## src/rtl/lscan_pkg.sv

```systemverilog
package lscan_pkg;
  localparam int OP_W    = 4;
  localparam int BADDR_W = 6;
  localparam int INSTR_W = OP_W + BADDR_W;

  typedef enum logic [OP_W-1:0] {
    OP_LD_NO    = 4'd0,
    OP_LD_NC    = 4'd1,
    OP_AND_NO   = 4'd2,
    OP_AND_NC   = 4'd3,
    OP_OR_NO    = 4'd4,
    OP_OR_NC    = 4'd5,
    OP_BR_OPEN  = 4'd6,
    OP_BR_CLOSE = 4'd7,
    OP_COIL     = 4'd8,
    OP_END      = 4'd9
  } op_e;

  typedef enum logic {ST_IDLE = 1'b0, ST_EXEC = 1'b1} scan_state_e;

  // Contact value: odd opcodes invert the addressed bit.
  function automatic logic contact_out(input logic bit_v, input logic [OP_W-1:0] op);
    return bit_v ^ op[0];
  endfunction

  // Accumulator update for the contact opcodes.
  function automatic logic rung_combine(input logic acc, input logic c,
                                        input logic [OP_W-1:0] op);
    logic r;
    case (op)
      OP_AND_NO, OP_AND_NC: r = acc & c;
      OP_OR_NO,  OP_OR_NC:  r = acc | c;
      default:              r = c;
    endcase
    return r;
  endfunction
endpackage

```

## src/rtl/lscan_prog_mem.sv

```systemverilog
module lscan_prog_mem #(
  parameter int DEPTH = 32,
  parameter int WIDTH = 10
) (
  input  logic                     clk,
  input  logic                     wr_en,
  input  logic [$clog2(DEPTH)-1:0] wr_addr,
  input  logic [WIDTH-1:0]         wr_data,
  input  logic [$clog2(DEPTH)-1:0] rd_addr,
  output logic [WIDTH-1:0]         rd_data
);
  logic [WIDTH-1:0] slots [DEPTH];

  always_ff @(posedge clk) begin
    if (wr_en) slots[wr_addr] <= wr_data;
  end

  assign rd_data = slots[rd_addr];
endmodule

```

## src/rtl/lscan_acc_stack.sv

```systemverilog
module lscan_acc_stack #(
  parameter int DEPTH = 4
) (
  input  logic                       clk,
  input  logic                       rst,
  input  logic                       clear,
  input  logic                       push,
  input  logic                       push_val,
  input  logic                       pop,
  output logic                       top_val,
  output logic [$clog2(DEPTH+1)-1:0] depth_o
);
  localparam int SP_W  = $clog2(DEPTH + 1);
  localparam int SLOTS = 1 << SP_W;

  logic [SP_W-1:0]  sp_q;
  logic [SLOTS-1:0] cells_q;

  always_ff @(posedge clk) begin
    if (rst || clear) begin
      sp_q    <= '0;
      cells_q <= '0;
    end else if (push) begin
      if (sp_q < SP_W'(DEPTH)) begin
        cells_q[sp_q] <= push_val;
        sp_q          <= sp_q + 1'b1;
      end
    end else if (pop) begin
      if (sp_q != '0) sp_q <= sp_q - 1'b1;
    end
  end

  // Empty stack pops as 1 so the closing AND is neutral.
  assign top_val = (sp_q == '0) ? 1'b1 : cells_q[sp_q - 1'b1];
  assign depth_o = sp_q;
endmodule

```

## src/rtl/lscan_bit_table.sv

```systemverilog
module lscan_bit_table #(
  parameter int BITS   = 64,
  parameter int NUM_IN = 8
) (
  input  logic                    clk,
  input  logic                    rst,
  input  logic                    sample_en,
  input  logic [NUM_IN-1:0]       in_bits,
  input  logic                    wr_en,
  input  logic [$clog2(BITS)-1:0] wr_addr,
  input  logic                    wr_val,
  input  logic [$clog2(BITS)-1:0] rd_addr,
  output logic                    rd_bit,
  output logic [BITS-1:0]         bits_o
);
  logic [BITS-1:0] bits_q;

  always_ff @(posedge clk) begin
    if (rst) begin
      bits_q <= '0;
    end else begin
      if (sample_en) bits_q[NUM_IN-1:0] <= in_bits;
      if (wr_en)     bits_q[wr_addr]    <= wr_val;
    end
  end

  assign rd_bit = bits_q[rd_addr];
  assign bits_o = bits_q;
endmodule

```

## src/rtl/lscan_engine.sv

```systemverilog
module lscan_engine
  import lscan_pkg::*;
#(
  parameter int NUM_IN      = 8,
  parameter int NUM_OUT     = 8,
  parameter int OUT_BASE    = 8,
  parameter int PROG_DEPTH  = 32,
  parameter int STACK_DEPTH = 4
) (
  input  logic                          clk,
  input  logic                          rst,
  input  logic                          run_en,
  input  logic [NUM_IN-1:0]             in_bus,
  input  logic                          prog_we,
  input  logic [$clog2(PROG_DEPTH)-1:0] prog_addr,
  input  logic [9:0]                    prog_data,
  output logic [NUM_OUT-1:0]            out_bus,
  output logic                          scan_done
);
  localparam int PC_W       = $clog2(PROG_DEPTH);
  localparam int TABLE_BITS = 1 << BADDR_W;
  localparam int SP_W       = $clog2(STACK_DEPTH + 1);

  scan_state_e         state_q;
  logic [PC_W-1:0]     pc_q;
  logic                acc_q;
  logic [NUM_OUT-1:0]  out_q;
  logic                done_q;

  // Named internal events (used by the bound checker).
  logic                exec_active, sample_en, mem_we, scan_end, step;
  logic                coil_we, push, pop, is_contact, at_last;
  logic [INSTR_W-1:0]  instr;
  logic [OP_W-1:0]     op_raw;
  logic [BADDR_W-1:0]  baddr;
  logic                rd_bit, pop_val, contact_val;
  logic [TABLE_BITS-1:0] table_bits;
  logic [SP_W-1:0]     stack_depth;

  assign exec_active = (state_q == ST_EXEC);
  assign sample_en   = !exec_active && run_en;
  assign mem_we      = prog_we && !exec_active && !run_en;

  assign op_raw      = instr[INSTR_W-1 -: OP_W];
  assign baddr       = instr[BADDR_W-1:0];
  assign at_last     = (pc_q == PC_W'(PROG_DEPTH - 1));
  assign scan_end    = exec_active && ((op_raw >= OP_END) || at_last);
  assign step        = exec_active && !scan_end;
  assign is_contact  = (op_raw <= OP_OR_NC);
  assign coil_we     = step && (op_raw == OP_COIL);
  assign push        = step && (op_raw == OP_BR_OPEN);
  assign pop         = step && (op_raw == OP_BR_CLOSE);
  assign contact_val = contact_out(rd_bit, op_raw);

  lscan_prog_mem #(.DEPTH(PROG_DEPTH), .WIDTH(INSTR_W)) u_prog (
    .clk     (clk),
    .wr_en   (mem_we),
    .wr_addr (prog_addr),
    .wr_data (prog_data),
    .rd_addr (pc_q),
    .rd_data (instr)
  );

  lscan_bit_table #(.BITS(TABLE_BITS), .NUM_IN(NUM_IN)) u_table (
    .clk       (clk),
    .rst       (rst),
    .sample_en (sample_en),
    .in_bits   (in_bus),
    .wr_en     (coil_we),
    .wr_addr   (baddr),
    .wr_val    (acc_q),
    .rd_addr   (baddr),
    .rd_bit    (rd_bit),
    .bits_o    (table_bits)
  );

  lscan_acc_stack #(.DEPTH(STACK_DEPTH)) u_stack (
    .clk      (clk),
    .rst      (rst),
    .clear    (sample_en),
    .push     (push),
    .push_val (acc_q),
    .pop      (pop),
    .top_val  (pop_val),
    .depth_o  (stack_depth)
  );

  always_ff @(posedge clk) begin
    if (rst) begin
      state_q <= ST_IDLE;
      pc_q    <= '0;
      acc_q   <= 1'b0;
      out_q   <= '0;
      done_q  <= 1'b0;
    end else begin
      done_q <= 1'b0;
      if (!exec_active) begin
        if (run_en) begin
          state_q <= ST_EXEC;
          pc_q    <= '0;
          acc_q   <= 1'b0;
        end
      end else if (scan_end) begin
        out_q   <= table_bits[OUT_BASE +: NUM_OUT];
        done_q  <= 1'b1;
        state_q <= ST_IDLE;
        pc_q    <= '0;
      end else begin
        pc_q <= pc_q + 1'b1;
        if (is_contact)    acc_q <= rung_combine(acc_q, contact_val, op_raw);
        else if (push)     acc_q <= 1'b1;
        else if (pop)      acc_q <= acc_q & pop_val;
      end
    end
  end

  assign out_bus   = out_q;
  assign scan_done = done_q;
endmodule

```

## config.mk

```make
export PLATFORM = sky130hd
export DESIGN_NAME = lscan_engine
export DESIGN_NICKNAME = d
export VERILOG_FILES = /design/src/rtl/lscan_pkg.sv /design/src/rtl/lscan_prog_mem.sv /design/src/rtl/lscan_acc_stack.sv /design/src/rtl/lscan_bit_table.sv /design/src/rtl/lscan_engine.sv
export SDC_FILE = /design/constraint.sdc
export NUM_CORES = 1
export LEC_CHECK = 0
export ABC_CLOCK_PERIOD_IN_PS = 3500
export CAP_MARGIN = 20
export CORE_ASPECT_RATIO = 1.2
export CORE_UTILIZATION = 30
export CTS_BUF_LIST = sky130_fd_sc_hd__clkbuf_8
export DETAILED_ROUTE_END_ITERATION = 8
export SLEW_MARGIN = 20
export SYNTH_ARGS = -nofsm -noshare
export SYNTH_HDL_FRONTEND = slang
export SYNTH_SLANG_ARGS = --single-unit
```

## constraint.sdc

```tcl
create_clock -name clk -period 3.5 [get_ports clk]
set_input_delay 0.525 -clock clk [delete_from_list [all_inputs] [get_ports clk]]
set_output_delay 0.525 -clock clk [all_outputs]
set_load 0.05 [all_outputs]
```

==> impl_metrics.tcl, run 1 <==
set metrics [dict create \
    outcome "complete, but fails checks" \
    violations "negative setup slack" \
    ant_nets 0 \
    fin_setup_tns_ps -251.1 \
    cts.path.max_buffers 3 \
    period_needed_ps 3551 \
    power.combinational.fraction 0.045 \
    num_rows 96 \
    busiest_layer "met2" \
    p_sw_uw 2221 \
    coreArea_mm2 0.05742 \
    fin_nets 1384 \
    cp_data_arrival_time_ps 4050 \
    use_met3 0.02917 \
    cp_cell_sequence "buf_12 -> buf_8 -> buf_4 -> mux4_2 -> mux4_2 -> mux2_4 -> nor3_4 -> nand3b_4 -> nor2_4 -> buf_12 -> nand2_4 -> buf_4 -> nor2_2 -> mux2i_1 -> nor2_1" \
    antenna_found_initial 0 \
    hp-class "input pin to register" \
    dr.pass1.iters 5 \
    slew_headroom 0.3390 \
    clk_pin_slew_ps 60 \
    dieArea_mm2 0.05929 \
    end_kind "register" \
    htreeDepth 3 \
    use_met1 0.1875 \
    start_util 0.3047 \
    pin_count 36 \
    cp.required_ps 4000 \
    cts_root_buffer "clkbuf_8" \
    seq_area_frac_synth 0.6591 \
    first_global_vias 10670 \
    slowest_delay_ps 510 \
    p_total_uw 9663 \
    maxCapViolCount 0 \
    rsz0062_at_grt "true" \
    synth_cell_types 54 \
    setup_violations 9 \
    place_hpwl_um 26600 \
    port_buffers 35 \
    route.detailed.drc 0 \
    ys_warn_count 0 \
    most-common-layout-cells "320 x edfxtp_1, 127 x nor2_1, 111 x buf_4, 93 x dfxtp_1, 88 x mux4_2" \
    fmax_mhz 281.6 \
    postSynthCellCount 1174 \
    power_frac_clock 0.402 \
    ys_ff_latch 416 \
    slowest_stage "mux4_2" \
    die_h_um 266.5 \
    clk-insertion-delay-late_ps 640 \
    async_flop_share 0 \
    drtIter0Drc 948 \
    intPower_uw 7442 \
    cts_tree "done" \
    synth_top_area_cell "edfxtp_1" \
    critPathMaxFanout 7 \
    synth_area_leaders "edfxtp_1 55%, mux4_2 11%, dfxtp_1 11%, mux2i_1 4.5%, nor2_1 3.5%" \
    slew_viol_final 0 \
    seq_power_share 0.553 \
    via_count 10840 \
    hold_buffers 0 \
    grt_start_max_net_pins 70 \
    final_common_cell "edfxtp_1" \
    area_growth_pct 22.41 \
    grt_overflow_total 0 \
    vias_per_cell 5.074 \
    place.gp.congestion 0.8584 \
    routed_wl_um 43610 \
    synth_area_mm2 0.01749 \
    clock_skew_ps 41.82 \
    crit_type "register to register" \
    grtUsageMet2 0.2382 \
    wl_per_cell_um 20.42 \
    pwr_density_cell_mw_per_mm2 451.2 \
    fin_ws_ps -50.66 \
    synth_fp_nets 1206 \
    die_w_um 222.4 \
    drive_gt1_frac 0.2869 \
    hold_viol_final 0 \
    sw_frac_of_total 0.2299 \
    synth-edff-count 320 \
    final_cells 2136 \
    synthFlopType "edfxtp_1" \
    numCtsBuffers 69 \
    min_period_over_period 1.014 \
    cts.sinks 416 \
    yosys.area.top_type_share 0.5493 \
    grt_first_pass_wirelength_um 64760 \
    track_usage 0.1440 \
    syn_avg_cell_area_um2 14.90 \
    antenna_cells 0 \
    worst_setup_path_start_kind "register" \
    vdd_drop_max_uv 243.2 \
    power.static_leakage_uw 0.006934 \
    worst_pin_slew_ps 991.5 \
    placedCellCount 1970 \
]
==> area by class of cell <==
type / count / area, µm²
fillers: 5407 / 36000
flip-flops and latches: 416 / 11540
multi-input cells: 646 / 5856
repair buffers: 177 / 1722
clock buffers: 72 / 991.0
well taps: 735 / 919.6
clock inverters: 48 / 230.2
inverters: 42 / 157.7
==> per-stage QoR <==
| stage | hold WS (ps) | cell area (µm²) | setup WS [ps] | utilization |
|---|---|---|---|---|
| 2_1_floorplan | 424.1 | 17490 | 150.6 | - |
| 3_3_place_gp | 438.4 | 19270 | -71.42 | 0.3357 |
| 3_5_place_dp | 446.6 | 19270 | -129.6 | 0.3357 |
| 4_1_cts | 210.4 | 20570 | -24.26 | 0.3584 |
| 5_1_grt | 256.9 | 21420 | -192.1 | 0.3730 |
| 6_report | 258.0 | 21420 | -50.66 | 0.3730 |
==> what timing repair did <==
action | 4_1_cts | 5_1_grt
gates resized for setup | 11 | 100
cloned | 1 | 7
pin swaps | 0 | 28
buffers inserted | 0 | 38
setup endpoints to repair | 18 | 61
hold endpoints to repair | 0 | 0
==> final timing paths <==
| path | to | slack (ps) | cells past startpoint | startpoint |
|---|---|---|---|---|
| hold reg to reg | u_table.bits_o[39] | 460 | 2 | u_table.bits_o[39] |
| setup / recovery | u_table.bits_o[53] | -50 | 15 | register |
| setup reg to reg | u_table.bits_o[53] | -50 | 15 | register |
| hold / removal | u_table.bits_o[32] | 260 | 2 | rst |
==> registers in the layout, summed over array words and instances, names as in the netlist, named ones only <==
register	flops
acc_q	1
exec_active	1
out_bus	8
pc_q	5
scan_done	1
u_prog.slots	320
u_stack.cells_q	8
u_stack.depth_o	3
u_table.bits_o	64
==> power groups by stage <==
stage	registers, µW	logic [µW]	clock network, µW
3_5_place_dp	5450	384	0
6_report	5340	440	3880
2_1_floorplan	5440	200	0
3_3_place_gp	5450	377	0
4_1_cts	5340	392	4000
5_1_grt	5340	470	4200
==> per-layer routing <==
layer  share of wire  vias up
met4           0.030        0
met1            0.43     5465
met3           0.048      103
li1                -     4928
met2            0.49      341
met5               0        -
==> synthesized netlist by cell type, drive strengths merged, types with 4 or more instances <==
cell type	instances
and2	7
mux4	88
edfxtp	320
a221oi	32
nand3	24
inv	42
a21oi	24
or3b	4
a211oi	5
buf	34
mux2i	80
dfxtp	96
nor4	14
a31oi	4
o21ai	8
nand2b	5
mux2	4
clkbuf	40
ha	5
o22ai	4
nand4	5
nor3	20
nand2	66
nor2	165
a41oi	32
a22oi	6
or3	6
nand3b	6
nor2b	7
o221a	4
==> kinds of logic after synthesis <==
logic type / Yosys count / synth area share
flops: 416 / 0.6591
simple gates: 338 / 0.09040
mux: 172 / 0.1619
compound gates: 126 / 0.05507
buf+inv: 116 / 0.02947
fa+ha+maj: 5 / 0.003576
xor+xnor: 1 / 0.0005007
==> worst max-delay path, delay by kind of cell, from the launching register on <==
family | cells | cell delay (ps)
simple gates | 6 | 800
buf+inv | 5 | 700
mux | 4 | 1520
flops | 1 | 390
No activity file was read; power rests on OpenSTA's default activity.
==> inputs of run 2 (changes only) <==
- CAP_MARGIN: 20 -> 25
==> results of run 2 <==
Same layout as run 1: the final DEF is identical, and so are final timing and power.
==> inputs of run 3 (changes only) <==
- SYNTH_HIERARCHICAL: default -> 1
==> run 3 against run 2 <==
  * Cell count is 5.3% higher
  * Routed wire length is 0.28% higher
  * The run now ends clean
  * Critical path depth is 2 higher
  * Worst setup slack better by 200 ps
  * Hold slack worse by 0.79 ps
  * Sequential power is 0.9% lower
  * Critical path type unchanged
  * Largest cell class unchanged
  * Via count is 3.0% higher
  * Combinational power is 2% higher
  * Non-clock buffer count is 38 higher
  * Highest routed layer unchanged
==> impl_metrics.tcl, run 3 <==
set metrics [dict create \
    synth_common_cells "320 x edfxtp_1, 215 x mux2i_1, 114 x nor2_1" \
    cp_data_arrival_time_ps 3860 \
    maxCapViolCount 0 \
    seq_area_frac_synth 0.6521 \
    worst_setup_path_start_kind "register" \
    vdd_drop_max_uv 218.4 \
    cts.path.max_buffers 3 \
    postSynthCellCount 1264 \
    synth_top_family_by_area "multiplexers" \
    outcome "completed" \
    dr.pass1.iters 6 \
    pwr_density_cell_mw_per_mm2 457.2 \
    area_growth_pct 20.45 \
    worst_hold_slack_ps 257.3 \
    clk_pin_slew_ps 60 \
    antenna_found_initial 1 \
    ys_warn_count 6 \
    placedCellCount 2112 \
    port_buffers 35 \
    synthSimpleGateAreaFrac 0.09322 \
    critPathMaxFanout 11 \
    cts_root_buffer "clkbuf_8" \
    synthFlopType "edfxtp_1" \
    async_flop_share 0 \
    ant_nets 0 \
    fmax_mhz 298.3 \
    most-common-layout-cells "320 x edfxtp_1, 215 x mux2i_1, 161 x buf_4, 113 x nor2_1, 87 x dfxtp_1" \
    worst_pin_slew_ps 702.0 \
    htreeDepth 3 \
    largest_reg_flops 320 \
    p_total_uw 9654 \
    ys_ff_latch 411 \
    synth_area_leaders "edfxtp_1 55%, mux2i_1 12%, dfxtp_1 10%, nor2_1 2.4%, mux4_2 2.2%" \
    synth_area_mm2 0.01753 \
    slew_headroom 0.5320 \
    route.detailed.drc 0 \
    grt_first_pass_wirelength_um 66560 \
    rsz0062_at_grt "true" \
    clk-insertion-delay-late_ps 640 \
    clock_skew_ps 21.67 \
    place.gp.congestion 0.8453 \
    grt_start_max_net_pins 42 \
    synth_xor_area_frac 0.0009993 \
    synthAdderAreaFrac 0.003569 \
    end_kind "register" \
    setup_violations 0 \
    start_util 0.3053 \
    crit_type "register to register" \
    synth_fp_nets 1296 \
    place_hpwl_um 28760 \
    fin_nets 1500 \
    drive_gt1_frac 0.2082 \
    period_needed_ps 3352 \
    cts_tree "done" \
    track_usage 0.1469 \
    power.static_leakage_uw 0.007218 \
    whs_path_depth 2 \
    slew_viol_final 0 \
    num-fill-cells 5491 \
    die_w_um 222.7 \
    vias_per_cell 4.962 \
    die_h_um 266.8 \
    drtIter0Drc 915 \
    fin_util 0.3677 \
    multi_input_area_mm2 0.005585 \
    synth-edff-count 320 \
    cp.required_ps 4010 \
    final_common_cell "edfxtp_1" \
    cts.sinks 411 \
    final_cells 2249 \
    coreArea_mm2 0.05742 \
    hold_buffers 0 \
    r2r_cells 17 \
    regArea_mm2 0.01144 \
    wl_per_cell_um 19.45 \
    yosysMostFrequentCell "edfxtp_1" \
    pin_count 36 \
    top_register "u_prog/slots" \
    yosys.area.top_type_share 0.5482 \
    hp-class "input pin to register" \
    final_cell_area_mm2 0.02111 \
    dieArea_mm2 0.05941 \
    synth_top_area_cell "edfxtp_1" \
    num_rows 96 \
    grt_overflow_total 0 \
    first_global_vias 11390 \
    via_count 11160 \
    numCtsBuffers 69 \
    synth_cell_types 56 \
    synth_mux_area_frac 0.1459 \
    postPlaceCellArea_mm2 0.01958 \
    routed_wl_um 43740 \
    min_period_over_period 0.9577 \
    synth_compound_area_frac 0.07081 \
    hold_viol_final 0 \
    syn_avg_cell_area_um2 13.87 \
]
## run 3: power breakdown
part / leakage [µW] / switching (µW) / internal [µW]
Combinational: 0.00288 / 264 / 184
Sequential: 0.00361 / 11.4 / 5270
Clock: 0.000719 / 1870 / 2050
Total: 0.00722 / 2140 / 7510
## run 3: final timing paths
path	startpoint	end	slack [ps]
max	pc_q[0]	u_table/bits_o[23]	150
min	rst	exec_active	260
min reg2reg	u_stack/cells_q[7]	u_stack/cells_q[7]	460
max reg2reg	pc_q[0]	u_table/bits_o[23]	150
## run 3: what timing repair did
action	CTS	global route
buffers inserted	7	13
pin swaps	0	7
gates resized for setup	6	15
setup endpoints to repair	1	4
## run 3: cell type report
type	count	area share
repair buffers	215	0.09007
multi-input cells	765	0.2645
well taps	735	0.04356
clock buffers	76	0.04954
diodes	1	0.0001185
clock inverters	40	0.009244
inverters	6	0.001067
flip-flops and latches	411	0.5419
## run 3: through the flow
| stage | worst slack [ps] | TNS (ps) |
|---|---|---|
| 2_1_floorplan | 243.4 | 0 |
| 3_3_place_gp | -87.66 | -87.66 |
| 3_5_place_dp | -151.4 | -151.4 |
| 4_1_cts | 38.82 | 0 |
| 5_1_grt | -62.62 | -62.62 |
| 6_report | 148.1 | 0 |
## run 3: critical path: stages (launching register included)
cell and delay, ps:
dfxtp_4 430, buf_12 150, buf_16 130, buf_12 140, buf_4 180, mux2i_1 210
a22oi_1 160, a31oi_1 180, buf_4 150, nand3_1 110, nor3_1 210, and3_1 230
buf_12 140, nand4_1 160, buf_4 210, nor2_1 140, mux2i_1 210, nor2_1 60
## run 3: cells by family (layout without fill, tap and decap cells)
logic type,count (synthesis),in the layout
mux,234,234
compound gates,193,193
flops,411,411
buf+inv,88,337
xor+xnor,2,2
simple gates,331,331
other cells,0,1
fa+ha+maj,5,5
## run 3: metal layers
layer / routed length (µm) / track usage / vias up
met5: 0 / 0 / -
met4: 1528 / 0.07213 / 0
met3: 2162 / 0.02488 / 82
met2: 21490 / 0.2494 / 309
met1: 18560 / 0.1806 / 5540
li1: - / - / 5229
